`src/rtl/ipri_pkg.sv`:
```
package ipri_pkg;

  localparam logic [7:0] OP_SETPRI0 = 8'h46;
  localparam logic [7:0] OP_SETPRI1 = 8'h4E;
  localparam logic [7:0] OP_SETPRI2 = 8'h56;
  localparam logic [7:0] OP_SETPRI3 = 8'h5E;
  localparam logic [7:0] OP_RESPRI  = 8'h5D;
  localparam logic [7:0] OP_PUSHPRI = 8'h76;
  localparam logic [7:0] OP_POPPRI  = 8'h7E;
  localparam logic [7:0] OP_RETI    = 8'h4D;
  localparam logic [7:0] OP_SETUSR  = 8'h6F;
  localparam logic [7:0] OP_RESMODE = 8'h7D;
  localparam logic [7:0] OP_RDMODE  = 8'h7F;
  localparam logic [7:0] OP_PUSHMOD = 8'h66;
  localparam logic [7:0] OP_POPMOD  = 8'h6E;

  typedef enum logic [3:0] {
    C_NONE, C_SETPRI, C_RESPRI, C_PUSHPRI, C_POPPRI, C_RETI,
    C_SETUSR, C_RESMODE, C_RDMODE, C_PUSHMOD, C_POPMOD
  } cmd_e;

  function automatic cmd_e decode_op(input logic [7:0] op);
    cmd_e c;
    case (op)
      OP_SETPRI0, OP_SETPRI1,
      OP_SETPRI2, OP_SETPRI3: c = C_SETPRI;
      OP_RESPRI:              c = C_RESPRI;
      OP_PUSHPRI:             c = C_PUSHPRI;
      OP_POPPRI:              c = C_POPPRI;
      OP_RETI:                c = C_RETI;
      OP_SETUSR:              c = C_SETUSR;
      OP_RESMODE:             c = C_RESMODE;
      OP_RDMODE:              c = C_RDMODE;
      OP_PUSHMOD:             c = C_PUSHMOD;
      OP_POPMOD:              c = C_POPMOD;
      default:                c = C_NONE;
    endcase
    return c;
  endfunction

endpackage

```
`src/rtl/ipri_decode.sv`:
```
module ipri_decode
  import ipri_pkg::*;
#(
  parameter int FIELD_W = 2
) (
  input  logic               cmd_valid,
  input  logic [7:0]         cmd_op,
  input  logic               busy,
  output cmd_e               cmd,
  output logic [FIELD_W-1:0] level
);

  always_comb begin
    cmd   = C_NONE;
    level = FIELD_W'(cmd_op[4:3]);
    if (cmd_valid && !busy)
      cmd = decode_op(cmd_op);
  end

endmodule

```
`src/rtl/ipri_field_stack.sv`:
```
module ipri_field_stack #(
  parameter int FIELD_W = 2,
  parameter int LEVELS  = 4,
  localparam int W      = FIELD_W * LEVELS
) (
  input  logic               clk,
  input  logic               rst,
  input  logic               shift_en,
  input  logic [FIELD_W-1:0] shift_val,
  input  logic               rot_en,
  input  logic               load_en,
  input  logic [W-1:0]       load_val,
  output logic [W-1:0]       q
);

  always_ff @(posedge clk) begin
    if (rst)
      q <= '0;
    else if (load_en)
      q <= load_val;
    else if (shift_en)
      q <= {q[W-FIELD_W-1:0], shift_val};
    else if (rot_en)
      q <= {q[FIELD_W-1:0], q[W-1:FIELD_W]};
  end

endmodule

```
`src/rtl/ipri_stack_seq.sv`:
```
module ipri_stack_seq #(
  parameter int          AW      = 16,
  parameter int          DW      = 8,
  parameter logic [AW-1:0] SP_INIT = 16'h0080,
  localparam int         RW      = 2 * DW
) (
  input  logic          clk,
  input  logic          rst,
  input  logic          start_push,
  input  logic          start_pop,
  input  logic          start_reti,
  input  logic          pop_to_mode,
  input  logic [DW-1:0] push_byte,
  input  logic          mem_ack,
  input  logic [DW-1:0] mem_rdata,
  output logic          mem_req,
  output logic          mem_we,
  output logic [AW-1:0] mem_addr,
  output logic [DW-1:0] mem_wdata,
  output logic          busy,
  output logic [AW-1:0] sp,
  output logic          load_pri,
  output logic          load_mode,
  output logic [DW-1:0] load_byte,
  output logic          ret_valid,
  output logic [RW-1:0] ret_addr
);

  typedef enum logic [2:0] {Q_IDLE, Q_WR, Q_POP, Q_RLO, Q_RHI} st_e;
  st_e  st;
  logic tgt_mode;
  logic is_reti;

  assign busy      = (st != Q_IDLE);
  assign load_byte = mem_rdata;
  assign load_pri  = (st == Q_POP) && mem_ack && !tgt_mode;
  assign load_mode = (st == Q_POP) && mem_ack && tgt_mode;

  always_ff @(posedge clk) begin
    if (rst) begin
      st        <= Q_IDLE;
      mem_req   <= 1'b0;
      mem_we    <= 1'b0;
      mem_addr  <= '0;
      mem_wdata <= '0;
      sp        <= SP_INIT;
      ret_valid <= 1'b0;
      ret_addr  <= '0;
      tgt_mode  <= 1'b0;
      is_reti   <= 1'b0;
    end else begin
      ret_valid <= 1'b0;
      case (st)
        Q_IDLE: begin
          if (start_push) begin
            sp        <= sp - 1'b1;
            mem_addr  <= sp - 1'b1;
            mem_wdata <= push_byte;
            mem_we    <= 1'b1;
            mem_req   <= 1'b1;
            st        <= Q_WR;
          end else if (start_pop || start_reti) begin
            mem_addr  <= sp;
            mem_we    <= 1'b0;
            mem_req   <= 1'b1;
            tgt_mode  <= pop_to_mode;
            is_reti   <= start_reti;
            st        <= Q_POP;
          end
        end
        Q_WR: begin
          if (mem_ack) begin
            mem_req <= 1'b0;
            mem_we  <= 1'b0;
            st      <= Q_IDLE;
          end
        end
        Q_POP: begin
          if (mem_ack) begin
            sp <= sp + 1'b1;
            if (is_reti) begin
              mem_addr <= sp + 1'b1;
              st       <= Q_RLO;
            end else begin
              mem_req <= 1'b0;
              st      <= Q_IDLE;
            end
          end
        end
        Q_RLO: begin
          if (mem_ack) begin
            ret_addr[DW-1:0] <= mem_rdata;
            sp               <= sp + 1'b1;
            mem_addr         <= sp + 1'b1;
            st               <= Q_RHI;
          end
        end
        Q_RHI: begin
          if (mem_ack) begin
            ret_addr[RW-1:DW] <= mem_rdata;
            sp                <= sp + 1'b1;
            mem_req           <= 1'b0;
            ret_valid         <= 1'b1;
            st                <= Q_IDLE;
          end
        end
        default: st <= Q_IDLE;
      endcase
    end
  end

endmodule

```
`src/rtl/ipri_shift_stack.sv`:
```
module ipri_shift_stack
  import ipri_pkg::*;
#(
  parameter int            FIELD_W   = 2,
  parameter int            LEVELS    = 4,
  parameter int            AW        = 16,
  parameter int            CARRY_BIT = 0,
  parameter logic [AW-1:0] SP_INIT   = 16'h0080,
  localparam int           DW        = FIELD_W * LEVELS,
  localparam int           RW        = 2 * DW
) (
  input  logic               clk,
  input  logic               rst,
  input  logic               cmd_valid,
  input  logic [7:0]         cmd_op,
  input  logic [DW-1:0]      flags_in,
  output logic               busy,
  output logic [FIELD_W-1:0] cur_pri,
  output logic [FIELD_W-1:0] cur_mode,
  output logic [DW-1:0]      pri_stack,
  output logic [DW-1:0]      mode_stack,
  output logic [DW-1:0]      flags_out,
  output logic               flags_we,
  output logic [AW-1:0]      sp,
  output logic               mem_req,
  output logic               mem_we,
  output logic [AW-1:0]      mem_addr,
  output logic [DW-1:0]      mem_wdata,
  input  logic               mem_ack,
  input  logic [DW-1:0]      mem_rdata,
  output logic               ret_valid,
  output logic [RW-1:0]      ret_addr
);

  localparam int NSTK = 2;
  localparam int PRI  = 0;
  localparam int MODE = 1;

  cmd_e               cmd;
  logic [FIELD_W-1:0] level;
  logic               load_pri, load_mode;
  logic [DW-1:0]      load_byte;

  logic [NSTK-1:0]    shift_en, rot_en, load_en;
  logic [FIELD_W-1:0] shift_val [NSTK];
  logic [DW-1:0]      stk_q     [NSTK];

  ipri_decode #(.FIELD_W(FIELD_W)) u_dec (
    .cmd_valid (cmd_valid),
    .cmd_op    (cmd_op),
    .busy      (busy),
    .cmd       (cmd),
    .level     (level)
  );

  always_comb begin
    shift_en[PRI]   = (cmd == C_SETPRI);
    rot_en[PRI]     = (cmd == C_RESPRI);
    load_en[PRI]    = load_pri;
    shift_val[PRI]  = level;
    shift_en[MODE]  = (cmd == C_SETUSR);
    rot_en[MODE]    = (cmd == C_RESMODE);
    load_en[MODE]   = load_mode;
    shift_val[MODE] = FIELD_W'(1);
  end

  for (genvar g = 0; g < NSTK; g++) begin : gen_stk
    ipri_field_stack #(.FIELD_W(FIELD_W), .LEVELS(LEVELS)) u_stk (
      .clk       (clk),
      .rst       (rst),
      .shift_en  (shift_en[g]),
      .shift_val (shift_val[g]),
      .rot_en    (rot_en[g]),
      .load_en   (load_en[g]),
      .load_val  (load_byte),
      .q         (stk_q[g])
    );
  end

  assign pri_stack  = stk_q[PRI];
  assign mode_stack = stk_q[MODE];
  assign cur_pri    = pri_stack[FIELD_W-1:0];
  assign cur_mode   = mode_stack[FIELD_W-1:0];

  ipri_stack_seq #(.AW(AW), .DW(DW), .SP_INIT(SP_INIT)) u_seq (
    .clk         (clk),
    .rst         (rst),
    .start_push  ((cmd == C_PUSHPRI) || (cmd == C_PUSHMOD)),
    .start_pop   ((cmd == C_POPPRI) || (cmd == C_POPMOD)),
    .start_reti  (cmd == C_RETI),
    .pop_to_mode (cmd == C_POPMOD),
    .push_byte   ((cmd == C_PUSHMOD) ? mode_stack : pri_stack),
    .mem_ack     (mem_ack),
    .mem_rdata   (mem_rdata),
    .mem_req     (mem_req),
    .mem_we      (mem_we),
    .mem_addr    (mem_addr),
    .mem_wdata   (mem_wdata),
    .busy        (busy),
    .sp          (sp),
    .load_pri    (load_pri),
    .load_mode   (load_mode),
    .load_byte   (load_byte),
    .ret_valid   (ret_valid),
    .ret_addr    (ret_addr)
  );

  always_ff @(posedge clk) begin
    if (rst) begin
      flags_out <= '0;
      flags_we  <= 1'b0;
    end else begin
      flags_we <= (cmd == C_RDMODE);
      if (cmd == C_RDMODE) begin
        flags_out            <= flags_in;
        flags_out[CARRY_BIT] <= mode_stack[0];
      end
    end
  end

endmodule

```
`config.mk`:
```
export PLATFORM = sky130hd
export DESIGN_NAME = ipri_shift_stack
export DESIGN_NICKNAME = d
export VERILOG_FILES = /design/src/rtl/ipri_pkg.sv /design/src/rtl/ipri_decode.sv /design/src/rtl/ipri_field_stack.sv /design/src/rtl/ipri_stack_seq.sv /design/src/rtl/ipri_shift_stack.sv
export SDC_FILE = /design/constraint.sdc
export NUM_CORES = 1
export LEC_CHECK = 0
export ABC_AREA = 1
export BUFFER_PORTS_ARGS = -buffer_cell sky130_fd_sc_hd__buf_4
export CORE_ASPECT_RATIO = 1.25
export CORE_UTILIZATION = 35
export CTS_BUF_LIST = sky130_fd_sc_hd__clkbuf_4
export DETAILED_ROUTE_END_ITERATION = 7
export PLACE_DENSITY = 0.65
export REMOVE_ABC_BUFFERS = 1
export SYNTH_ARGS = -nofsm -noshare
export SYNTH_HDL_FRONTEND = slang
export SYNTH_HIERARCHICAL = 1
export SYNTH_SLANG_ARGS = --single-unit
```
`constraint.sdc`:
```
create_clock -name clk -period 7.1 [get_ports clk]
set_input_delay 0.355 -clock clk [delete_from_list [all_inputs] [get_ports clk]]
set_output_delay 0.355 -clock clk [all_outputs]
set_load 0.01 [all_outputs]
```
# --- Word level (Yosys, flattened, before mapping) ---
# Cells that the tools add are included.
word_totals:
  register_bits: 89
  inputBits: 28
  out_inout_bits: 89
  wordCells: 119
op_classes:
  n_addsub: 2
  n_eq_ne: 36
  muxes: 34
  n_bitwise: 2
  reduce_logical: 30
op_table:
  columns: ["operator", "n"]
  rows:
  - ["$eq A8 B7 Y1 const B", 13]
  - ["$mux W16", 6]
  - ["$mux W8", 7]
  - ["$pmux W16 S3", 1]
  - ["$pmux W4 S10", 1]
  - ["$pmux W16 S2", 1]
  - ["$add A16 B1 Y16 const B", 1]
  - ["$eq A4 B3 Y1 const B", 4]
  - ["$sub A16 B1 Y16 const B", 1]
  - ["$mux W3", 5]
  - ["$reduce_bool A3 Y1", 5]
  - ["$eq A4 B4 Y1 const B", 3]
  - ["$pmux W3 S4", 1]
  - ["$reduce_and A5 Y1", 2]
  - ["$reduce_and A3 Y1", 3]
  - ["$eq A4 B2 Y1 const B", 2]
  - ["$mux W1", 8]
  - ["$ne A2 B1 Y1 const B", 4]
  - ["$ne A2 B2 Y1 const B", 4]
  - ["$eq A3 B2 Y1 const B", 2]
  - ["$reduce_and A2 Y1", 3]
  - ["$eq A4 B1 Y1 const B", 1]
  - ["$logic_and A1 B1 Y1", 4]
  - ["$mux W4", 1]
  - ["15 further kinds", 21]

# --- Depth between registers and ports, before layout ---
# Gate-level depths: netlist of run 1.
depth:
  ltp_word: 10
  mapped_depth: 21

# --- By module ---
# Netlist of run 1, hierarchy kept.
by_module_without_submodules:
  columns: ["mod", "n_inst", "cells_each", "area_per_inst_um2", "seq_area_each_um2"]
  rows:
  - ["ipri_stack_seq", 1, 622, 3861.2, 1281.2]
  - ["ipri_field_stack", 2, 99, 665.6, 160.2]
  - ["ipri_shift_stack", 1, 105, 649.4, 180.2]
  - ["ipri_decode", 1, 55, 246.5, 0.0]

# --- Least setup slack after synthesis of run 1 ---
# No wires, ideal clock.
synth_timing:
  kind: "input-to-reg"
  from: "input cmd_op[7]"
  to: "register u_seq.mem_addr[11]"
  setup_time_ps: 109
  t_arrival_ps: 2501
  required_ps: 6991
  slack_ps: 4490
  path_stages: 17
  path_cell_list: "inv_2 -> nand2_2 -> nor2_2 -> nand2_1 -> nand3_1 -> nor2_1 -> nor2_1 -> nand2_1 -> o21ai_0 -> nor2_1 -> nand2_4 -> nand4_2 -> buf_2 -> nor2_1 -> nand3_1 -> nand2_1 -> inv_1"
synth_between:
  elab_chain_len: 9
synth_lines:
  columns: ["item", "line_no", "text"]
  rows:
  - ["start: declaration", "ipri_shift_stack.sv:15", "input logic [7:0] cmd_op,"]
  - ["$eq A8 B7 Y1", "ipri_pkg.sv:24", "case (op)"]
  - ["$reduce_or A4 Y1", "ipri_pkg.sv:24", null]
  - ["$pmux W4 S10 *", "ipri_pkg.sv:24", null]
  - ["$mux W4 *", "ipri_decode.sv:16", "if (cmd_valid && !busy)"]
  - ["named net cmd[1]", "ipri_shift_stack.sv:39", "cmd_e cmd;"]
  - ["$eq A4 B3 Y1 or $eq A4 B4 Y1 (tied branches)", "ipri_shift_stack.sv:89", ".start_pop ((cmd == C_POPPRI) || (cmd == C_POPMOD)),"]
  - ["$logic_or A1 B1 Y1", "ipri_shift_stack.sv:89", null]
  - ["$logic_or A1 B1 Y1", "ipri_stack_seq.sv:62", "end else if (start_pop || start_reti) begin"]
  - ["$ne A3 B1 Y1 (no source line)", null, null]
  - ["$reduce_and A5 Y1 (no source line)", null, null]
  - ["end signal: assignment", "ipri_stack_seq.sv:57", "mem_addr <= sp - 1'b1;"]
  - ["end signal: assignment", "ipri_stack_seq.sv:63", "mem_addr <= sp;"]
  - ["end signal: assignment", "ipri_stack_seq.sv:82", "mem_addr <= sp + 1'b1;"]
  - ["end: declaration", "ipri_stack_seq.sv:18", "output logic [AW-1:0] mem_addr,"]
# The timed path passes the listed nets; every way through them passes the cells marked *.
# A chain may end at the register's enable or synchronous reset.

# --- Worst setup path after layout of run 1 ---
layout_timing:
  from: "register u_seq.st[0]"
  to: "register u_seq.mem_addr[14]"
layout_between:
  elab_chain_len: 9
layout_lines:
  columns: ["item", "line_no", "text"]
  rows:
  - ["start: declaration", "ipri_stack_seq.sv:30", "st_e st;"]
  - ["start signal: assignment", "ipri_stack_seq.sv:41", "st <= Q_IDLE;"]
  - ["start signal: assignment", "ipri_stack_seq.sv:61", "st <= Q_WR;"]
  - ["start signal: assignment", "ipri_stack_seq.sv:68", "st <= Q_POP;"]
  - ["$reduce_bool A3 Y1 *", "ipri_stack_seq.sv:34", "assign busy = (st != Q_IDLE);"]
  - ["$logic_not A1 Y1 *", "ipri_decode.sv:16", null]
  - ["$logic_and A1 B1 Y1 *", "ipri_decode.sv:16", null]
  - ["$mux W4 *", "ipri_decode.sv:16", null]
  - ["named net cmd[3]", "ipri_shift_stack.sv:39", null]
  - ["$eq A4 B3 Y1 or $eq A4 B4 Y1 (tied branches)", "ipri_shift_stack.sv:89", null]
  - ["$logic_or A1 B1 Y1", "ipri_shift_stack.sv:89", null]
  - ["$logic_or A1 B1 Y1", "ipri_stack_seq.sv:62", null]
  - ["$ne A3 B1 Y1 (no source line)", null, null]
  - ["$reduce_and A5 Y1 (no source line)", null, null]
# Marks and branches as above.

==> metrics, run 1 <==
Register-to-Register Path Depth=17; final cell count without fillers=1281; fin crit period=3650 ps; Placed Area=roughly 6900 sq um; via count=6321; area of the core=16900 sq um; placement row count=53; Slew @ Worst Pin=between 800 and 900 ps; Post-CTS Hold Buffers=0; final cycle utilization of the critical path=51.5%; Antenna Violating Nets Remaining=0; number of global-route vias before repair=5642; worst slack at placement=around 3400 ps; outcome=finished clean; Final Skew=21.9 ps; final wirelength=approximately 17000 microns; Most used DFF post-synth=dfxtp_1; VDD IR max=0.131 mV; CTS tree=yes; most frequent cells in the layout=nand2_1 (274), nand3_1 (131), nor2_1 (127), buf_4 (118), inv_1 (116); worst min-delay path endpoint=u_seq/ret_addr[7]$_SDFFE_PP0P_; CP endpoint kind=flip-flop; die width=~120 microns; post-route cell area=between 7000 and 8000 sq um; power per cell area=363 nW/um^2; fmax=0.274 GHz; crit path launch type=flip-flop; initial antenna violation count=0; highest metal used=met4; Layout Nets=1087; Max Cap Viol=0; GPL Wtd Cong=0.870; antenna fix cells=0; EDFF count, synth=0; final setup fails=0; reg2reg setup slack=roughly 3400 ps; total track usage=19.5%; Cell Area, Synth=6090 sq um; Crit Path Class=flip-flop to flip-flop; post-synthesis adder-cell area fraction=less than 1%; setup tns final=0 ps; max-slew violation count=0; Met1 Routed Length=7500 microns; CP Data Arrival Time=between 4000 and 5000 ps; # DRC=0; async set-reset flop share out of synthesis=0%; clock sink count=89; sequential share of the synthesized area=29.3%; grt ovf=0; post-synthesis compound-gate area fraction=between 10% and 20%; Worst-Skew Late Latency=~480 ps; commonest non-fill, non-tap cell in the layout=nand2_1; Die Area=17900 sq um; # IOs=117; Initial DRC Count=430; CP required=approximately 7500 ps; simple logic cell fraction of the synthesized area=41.3%; hold slack=between 100 and 150 ps; Reg clk slew, reported paths=160 ps; Final HPWL DP=about 12000 microns; Fin. Hold Viols=0; number of synthesized register bits=89; RR Endpoint=u_seq/mem_addr[14]$_SDFFE_PP0P_; met3 wire len=~950 microns; Cells on Worst Hold Path=3; post-DR vias/cell=4.93; largest net degree at the start of global routing=48; reg2reg start=u_seq/st[0]$_SDFFE_PP0P_; Die Ht=149 microns; HP Start=mem_rdata[7]; TritonRoute pass-1 iters=5; HP Class=primary input to flip-flop; Post-CTS Setup Bufs=0; RSZ-0062 raised after global routing=no; clk buf depth=2; share of layout cells above drive strength 1=approximately a fifth; Avg Cell Area, Syn=6.21 sq um; Yosys warning count=6; Relative slew margins=between 40% and 50%; cells after synthesis=between 900 and 1000; Root Driver=clkbuf_4; wire length on met2=~8300 microns; CTS Buf Count=9; mux contribution to synthesized area=0%; H-tree depth=3; placed cell count=1266; leak pwr=roughly 0.0035 uW; global-route wire length before repair=27700 microns; Distinct cells, synth=39; Post-Synth XOR/XNOR Area=1.58%; Avg WL per Cell=13.4 microns; Final WS setup=3450 ps; main combinational cell family by area after synthesis=simple AND/OR/NAND/NOR gates; Initial Util=between 30% and 40%; I/O Buffers=around 120; Layout area overhead=15.2%; # resized after CTS=0; Max Fanout on Critical Path=24
==> stage by stage <==
| step | power [uW] | utilization, % |
|---|---|---|
| 3_3_place_gp | 2200 | 40.5 |
| 2_1_floorplan | 1730 | - |
| 3_5_place_dp | 2210 | 40.5 |
| 6_report | 2540 | 41.5 |
| 4_1_cts | 2560 | 41.5 |
| 5_1_grt | 2780 | 41.5 |
==> synthesized netlist by cell type, drive strengths merged (3+ instances only) <==
cell / count / area share (%)
nor3: 3 / 0.43
nor2: 141 / 10
clkinv: 3 / 0.18
clkbuf: 11 / 0.70
dfxtp: 89 / 29
xor2: 9 / 1.3
nand4: 6 / 0.72
nand2: 285 / 18
a21oi: 84 / 8.9
o21ai: 36 / 3.0
nand3: 133 / 11
inv: 126 / 8.0
buf: 41 / 5.8
==> worst max-delay path, cell delays in order, from the launching register on <==
cell     delay (ps)
dfxtp_1         380
nor2_2          220
nand2_4         110
inv_1            80
nand2_1          90
a21oi_1         180
inv_1           130
nor2_4          480
nand2_4         170
o21ai_1         390
buf_4           280
nor2_1           80
nand2_4         110
nand4_2         390
nor2_1          210
nand3_1         130
nand2_1          80
inv_1            40
==> worst max path at each step <==
stage / start / endpoint / slack, ps / cells after the start
after CTS: u_seq/st[0]$_SDFFE_PP0P_ / u_seq/mem_addr[14]$_SDFFE_PP0P_ / 3460 / 17
after floorplan: cmd_op[7] / u_seq/mem_addr[13]$_SDFFE_PP0P_ / 3960 / 16
final: u_seq/st[0]$_SDFFE_PP0P_ / u_seq/mem_addr[14]$_SDFFE_PP0P_ / 3450 / 17
after global routing: u_seq/st[1]$_SDFFE_PP0P_ / u_seq/mem_addr[14]$_SDFFE_PP0P_ / 3040 / 17
after global placement: cmd_op[7] / u_seq/mem_addr[14]$_SDFFE_PP0P_ / 3470 / 18
after detailed placement: cmd_op[7] / u_seq/mem_addr[14]$_SDFFE_PP0P_ / 3430 / 18
==> power breakdown <==
group | switching [uW] | total, uW | internal, uW
Combinational | 926 | 1450 | 519
Sequential | 150 | 764 | 613
Clock | 192 | 335 | 143
Total | 1270 | 2540 | 1270
==> routing by layer <==
metal | GRT usage [%] | vias up
met3 | 2.52 | 30
met4 | 8.06 | 0
met5 | 0 | -
met2 | 33.6 | 198
met1 | 24.4 | 2866
li1 | - | 3227
==> cells by family (layout without fill, tap and decap cells) <==
family,after synthesis,in the layout
buf+inv,181,262
simple gates,570,570
xor+xnor,11,11
fa+ha+maj,2,2
compound gates,125,125
flops,89,89
other cells,2,2
==> registers in the layout (all words and copies together), names as in the netlist, 3 cells and up <==
signal	cells
gen_stk.u_stk/q	16
u_seq/mem_addr	16
u_seq/ret_addr	16
u_seq/sp	16
flags_out	8
u_seq/mem_wdata	8
u_seq/st	3
==> layout make-up <==
class | count | area (sq um)
well taps | 220 | 275
clock buffers | 9 | 67.6
inverters | 129 | 499
multi-input cells | 710 | 3410
flip-flops and latches | 89 | 1780
fillers | 1886 | 9900
repair buffers | 118 | 886
clock inverters | 6 | 93.8
Note: power is estimated with default switching activity, not from simulation.
==> run 2, diff against run 1 <==
clock period = 3.4 ns   (was 7.1 ns; I/O delays follow)
==> run 2 against run 1 <==
Wire length grew 1.2%; clock-buffer cell count unchanged; largest cell class unchanged; critical path depth fell by 1; first-iteration DRC count stayed put; global-route usage is 0.36 points higher.
==> metrics, run 2 (synthesis gave the netlist of run 1 again) <==
global-route wire length before repair=28300 microns; placement row count=53; die width=120 microns; grt met1 use=23.6%; TritonRoute pass-1 iters=6; H-tree depth=3; post-DR vias/cell=4.94; fin crit period=3010 ps; leak pwr=0.00355 uW; CTS Buf Count=9; Reg clk slew, reported paths=~160 ps; Worst-Skew Late Latency=~470 ps; Max Cap Viol=0; Relative slew margins=a little under three fifths; crit path launch type=flip-flop; outcome=finished clean; Fin. Hold Viols=0; clk buf depth=2; met2 GRT Util=35.5%; Antenna Violating Nets Remaining=0; final cycle utilization of the critical path=88.6%; clock sink count=89; grt ovf=0; initial antenna violation count=0; final setup fails=0; # DRC=0; CTS tree=yes; VDD IR max=between 0.2 and 0.3 mV; CP required=around 3800 ps; Die Ht=149 microns; placed cell count=1269; Die Area=approximately 18000 sq um; max-slew violation count=0; storage element area=1780 sq um; final wirelength=17400 microns; commonest non-fill, non-tap cell in the layout=nand2_1; Slew @ Worst Pin=669 ps; Layout area overhead=17.5%; antenna fix cells=0; Post-CTS Setup Bufs=0; # IOs=117; Initial DRC Count=430; Multi-input gate area=3420 sq um; number of global-route vias before repair=5837; largest net degree at the start of global routing=28; GPL Wtd Cong=approximately 0.9; GRT busiest layer=met2; Max Fanout on Critical Path=13; fmax=0.332 GHz; Initial Util=36.0%; Crit Path Class=flip-flop to flip-flop; HP Class=primary input to flip-flop; setup tns final=0 ps; final cell count without fillers=1300; share of layout cells above drive strength 1=19.4%; total track usage=19.9%; area of the core=16900 sq um; Final Skew=~24 ps; GR Util met3=3.85%; Layout Nets=1105; Avg WL per Cell=13.4 microns; RSZ-0062 raised after global routing=no; CP Data Arrival Time=about 3400 ps; I/O Buffers=approximately 120; CP endpoint kind=flip-flop; FILL cells=approximately 1900; Root Driver=clkbuf_4; power per cell area=approximately 730 nW/um^2; most frequent cells in the layout=nand2_1 (273), nand3_1 (131), nor2_1 (127), buf_4 (121), inv_1 (116); via count=6424; overall power=roughly 5200 uW; Final HPWL DP=~13000 microns
-- run 2: cell count changes in the layout (fill, tap and decap cells not counted), sizes merged --
cell         change
dlygate4sd3     +15
clkinv           +1
inv              +3
buf              +3
bufinv           -2
clkinvlp         -1
-- run 2: layer usage --
| layer | vias to the layer above | wire length, microns |
|---|---|---|
| li1 | 3269 | - |
| met3 | 25 | 925 |
| met4 | 0 | 325 |
| met5 | - | 0 |
| met2 | 197 | 8690 |
| met1 | 2933 | 7460 |
-- run 2: worst max-delay path, stage by stage, from the launching register on --
cell	delay, ps
dfxtp_1	390
nor2_2	180
nand2_4	110
inv_1	60
nand2_1	90
nor2_1	330
inv_2	100
nor2_4	230
nand2_4	130
o21ai_2	190
nor2_1	140
nand2_4	120
nand4_2	400
nor2_1	230
nand3_1	110
nand2_1	70
inv_1	40
-- run 2: metrics by stage --
stage | hold WS [ps] | instance area (sq um) | setup WS (ps) | utilization, %
5_1_grt | 17.3 | 7150 | 26.6 | 42.3
2_1_floorplan | 239 | 5690 | 285 | -
3_3_place_gp | 449 | 6880 | 228 | 40.7
6_report | 30.6 | 7150 | 388 | 42.3
4_1_cts | 3.34 | 7150 | 137 | 42.3
3_5_place_dp | 453 | 6880 | 166 | 40.7
-- run 2: power breakdown --
group | internal, uW | switching (uW) | total (uW)
registers | 1280 | 315 | 1600
clock network | 158 | 416 | 574
logic | 1100 | 1940 | 3030
-- run 2: final timing paths --
| path | start | to | slack, ps | cells past startpoint |
|---|---|---|---|---|
| max reg2reg | u_seq/st[1]$_SDFFE_PP0P_ | u_seq/mem_addr[14]$_SDFFE_PP0P_ | 390 | 16 |
| max | u_seq/st[1]$_SDFFE_PP0P_ | u_seq/mem_addr[14]$_SDFFE_PP0P_ | 390 | 16 |
| min reg2reg | u_seq/ret_addr[11]$_SDFFE_PP0P_ | u_seq/ret_addr[11]$_SDFFE_PP0P_ | 470 | 2 |
| min | rst | u_seq/ret_addr[12]$_SDFFE_PP0P_ | 30 | 2 |
-- run 2: timing repair --
action / 4_1_cts / 5_1_grt
endpoints found under the setup margin: 0 / 18
hold endpoints to repair: 23 / 0
gates resized for setup: 0 / 2
hold buffers: 15 / 0
-- run 2: layout make-up --
cell class              instances  share of cell area (%)
clock buffers                   9                   0.945
well taps                     220                    3.85
clock inverters                 7                   0.735
inverters                     129                    6.98
multi-input cells             710                    47.8
repair buffers                136                    14.8
flip-flops and latches         89                    24.9
==> run 3, diff against run 2 <==
HOLD_SLACK_MARGIN = 0.15   (was not set)
==> run 3 against run 2 <==
Combinational power about the same; register-to-register slack hardly changed; power rose by 0.22%; clock power is essentially flat; hold slack gained 210 ps; cell area grew 0.84%; die area unchanged; sequential share of layout area fell by 0.21 points; core utilization rose by 0.36 points; critical path type unchanged; critical endpoint unchanged; largest cell class unchanged; largest power group unchanged.
==> metrics, run 3 (synthesis gave the netlist of run 1 again) <==
Max Cap Viol=0; outcome=finished clean; antenna fix cells=0; H-tree depth=3; final setup fails=0; fin crit period=3000 ps; CTS Buf Count=9; most frequent cells in the layout=nand2_1 (273), nand3_1 (131), nor2_1 (127), buf_4 (121), inv_1 (116); TritonRoute pass-1 iters=6; worst min-delay path endpoint=flags_we$_SDFF_PP0_; clock share of power=about 11%; global-route wire length before repair=28500 microns; post-DR vias/cell=4.94; initial antenna violation count=0; Initial DRC Count=between 400 and 500; crit path launch type=flip-flop; share of layout cells above drive strength 1=19.3%; HP Class=primary input to flip-flop; RSZ-0062 raised after global routing=no; Reg clk slew, reported paths=around 150 ps; placed cell count=between 1000 and 1500; Post-CTS Setup Bufs=0; placement row count=between 50 and 60; sequential fraction of design power=30.6%; commonest non-fill, non-tap cell in the layout=nand2_1; die width=120 microns; area of the core=16900 sq um; Avg WL per Cell=13.5 microns; reg2reg setup slack=400 ps; Die Area=between 15000 and 20000 sq um; Root Driver=clkbuf_4; Net Switching=2680 uW; FILL cells=1859; HP Start=cmd_op[0]; hold slack=roughly 240 ps; final cycle utilization of the critical path=slightly below 90%; Final Skew=24.1 ps; largest net degree at the start of global routing=28; fmax=0.333 GHz; Register-to-Register Path Depth=16; setup tns final=0 ps; Layout area overhead=18.5%; Logic pwr share=58.4%; I/O Buffers=around 120; grt ovf=0; Final HPWL DP=around 13000 microns; Slew @ Worst Pin=roughly 700 ps; number of global-route vias before repair=5900; final cell count without fillers=approximately 1300; Max Fanout on Critical Path=13; total track usage=20.0%; Crit Path Class=flip-flop to flip-flop; CP Data Arrival Time=3380 ps; power per cell area=723 nW/um^2; # IOs=117; GPL Wtd Cong=0.884; Cells on Worst Hold Path=7; # DRC=0; Placed Area=6880 sq um; internal power=2540 uW; reg2reg start=u_seq/st[1]$_SDFFE_PP0P_; CTS tree=yes; Layout Nets=1111; Antenna Violating Nets Remaining=0; clk buf depth=2; Die Ht=149 microns; CP endpoint kind=flip-flop; final wirelength=17600 microns; leak pwr=between 0.003 and 0.004 uW; RR Endpoint=u_seq/mem_addr[14]$_SDFFE_PP0P_; Fin. Hold Viols=0; sw frac=51.3%; Initial Util=between 30% and 40%; CP required=3780 ps; Relative slew margins=54.3%; clock sink count=89; overall power=5220 uW; VDD IR max=0.270 mV; via count=6451; Worst-Skew Late Latency=470 ps; max-slew violation count=0; post-route cell area=7210 sq um
run 3: power by group through the flow:
stage | registers [uW] | clock network (uW) | logic [uW]
after floorplan | 1630 | 0 | 1980
after global placement | 1620 | 0 | 2970
after detailed placement | 1620 | 0 | 3010
after CTS | 1590 | 607 | 3040
after global routing | 1640 | 642 | 3400
final | 1600 | 575 | 3040
run 3: area by class of cell:
class / count / area, sq um / area share [%]
multi-input cells: 710 / 3420 / 47.4
flip-flops and latches: 89 / 1780 / 24.7
repair buffers: 142 / 1120 / 15.5
inverters: 129 / 499 / 6.92
well taps: 220 / 275 / 3.82
clock buffers: 9 / 67.6 / 0.937
clock inverters: 7 / 52.6 / 0.729
run 3: worst max-delay path, stage by stage (launching register included):
cell     delay (ps)
dfxtp_1         390
nor2_2          180
nand2_4         110
inv_1            60
nand2_1          90
nor2_1          330
inv_2           100
nor2_4          230
nand2_4         130
o21ai_2         190
nor2_1          140
nand2_4         120
nand4_2         400
nor2_1          230
nand3_1         110
nand2_1          70
inv_1            40
run 3: worst max-delay path by stage:
stage	to	slack, ps	from	cells after the start
final	u_seq/mem_addr[14]$_SDFFE_PP0P_	400	u_seq/st[1]$_SDFFE_PP0P_	16
after global routing	u_seq/mem_addr[14]$_SDFFE_PP0P_	30	u_seq/st[1]$_SDFFE_PP0P_	18
after CTS	u_seq/mem_addr[14]$_SDFFE_PP0P_	140	u_seq/st[1]$_SDFFE_PP0P_	16
after detailed placement	u_seq/mem_addr[14]$_SDFFE_PP0P_	170	u_seq/st[0]$_SDFFE_PP0P_	16
after global placement	u_seq/mem_addr[14]$_SDFFE_PP0P_	230	u_seq/st[0]$_SDFFE_PP0P_	16
after floorplan	u_seq/mem_addr[13]$_SDFFE_PP0P_	290	u_seq/st[0]$_SDFFE_PP0P_	14
run 3: routing by layer:
layer  track usage [%]  share of wire (%)  up-vias
met5                 0                  0        -
met4              6.94                2.0        0
met3              3.85                5.5       26
met2              35.7                 50      200
met1              23.6                 43     2948
li1                  -                  -     3277
run 3: per-stage QoR:
stage / setup slack [ps] / utilization [%]
CTS: 137 / 42.6
floorplan: 285 / -
finish: 400 / 42.6
global placement: 228 / 40.7
detailed placement: 166 / 40.7
global route: 26.6 / 42.6
run 3: timing repair:
action                                 CTS  global route
hold buffers                            21             0
setup endpoints to repair                0            18
endpoints found under the hold margin   50             0
gates resized for setup                  0             2
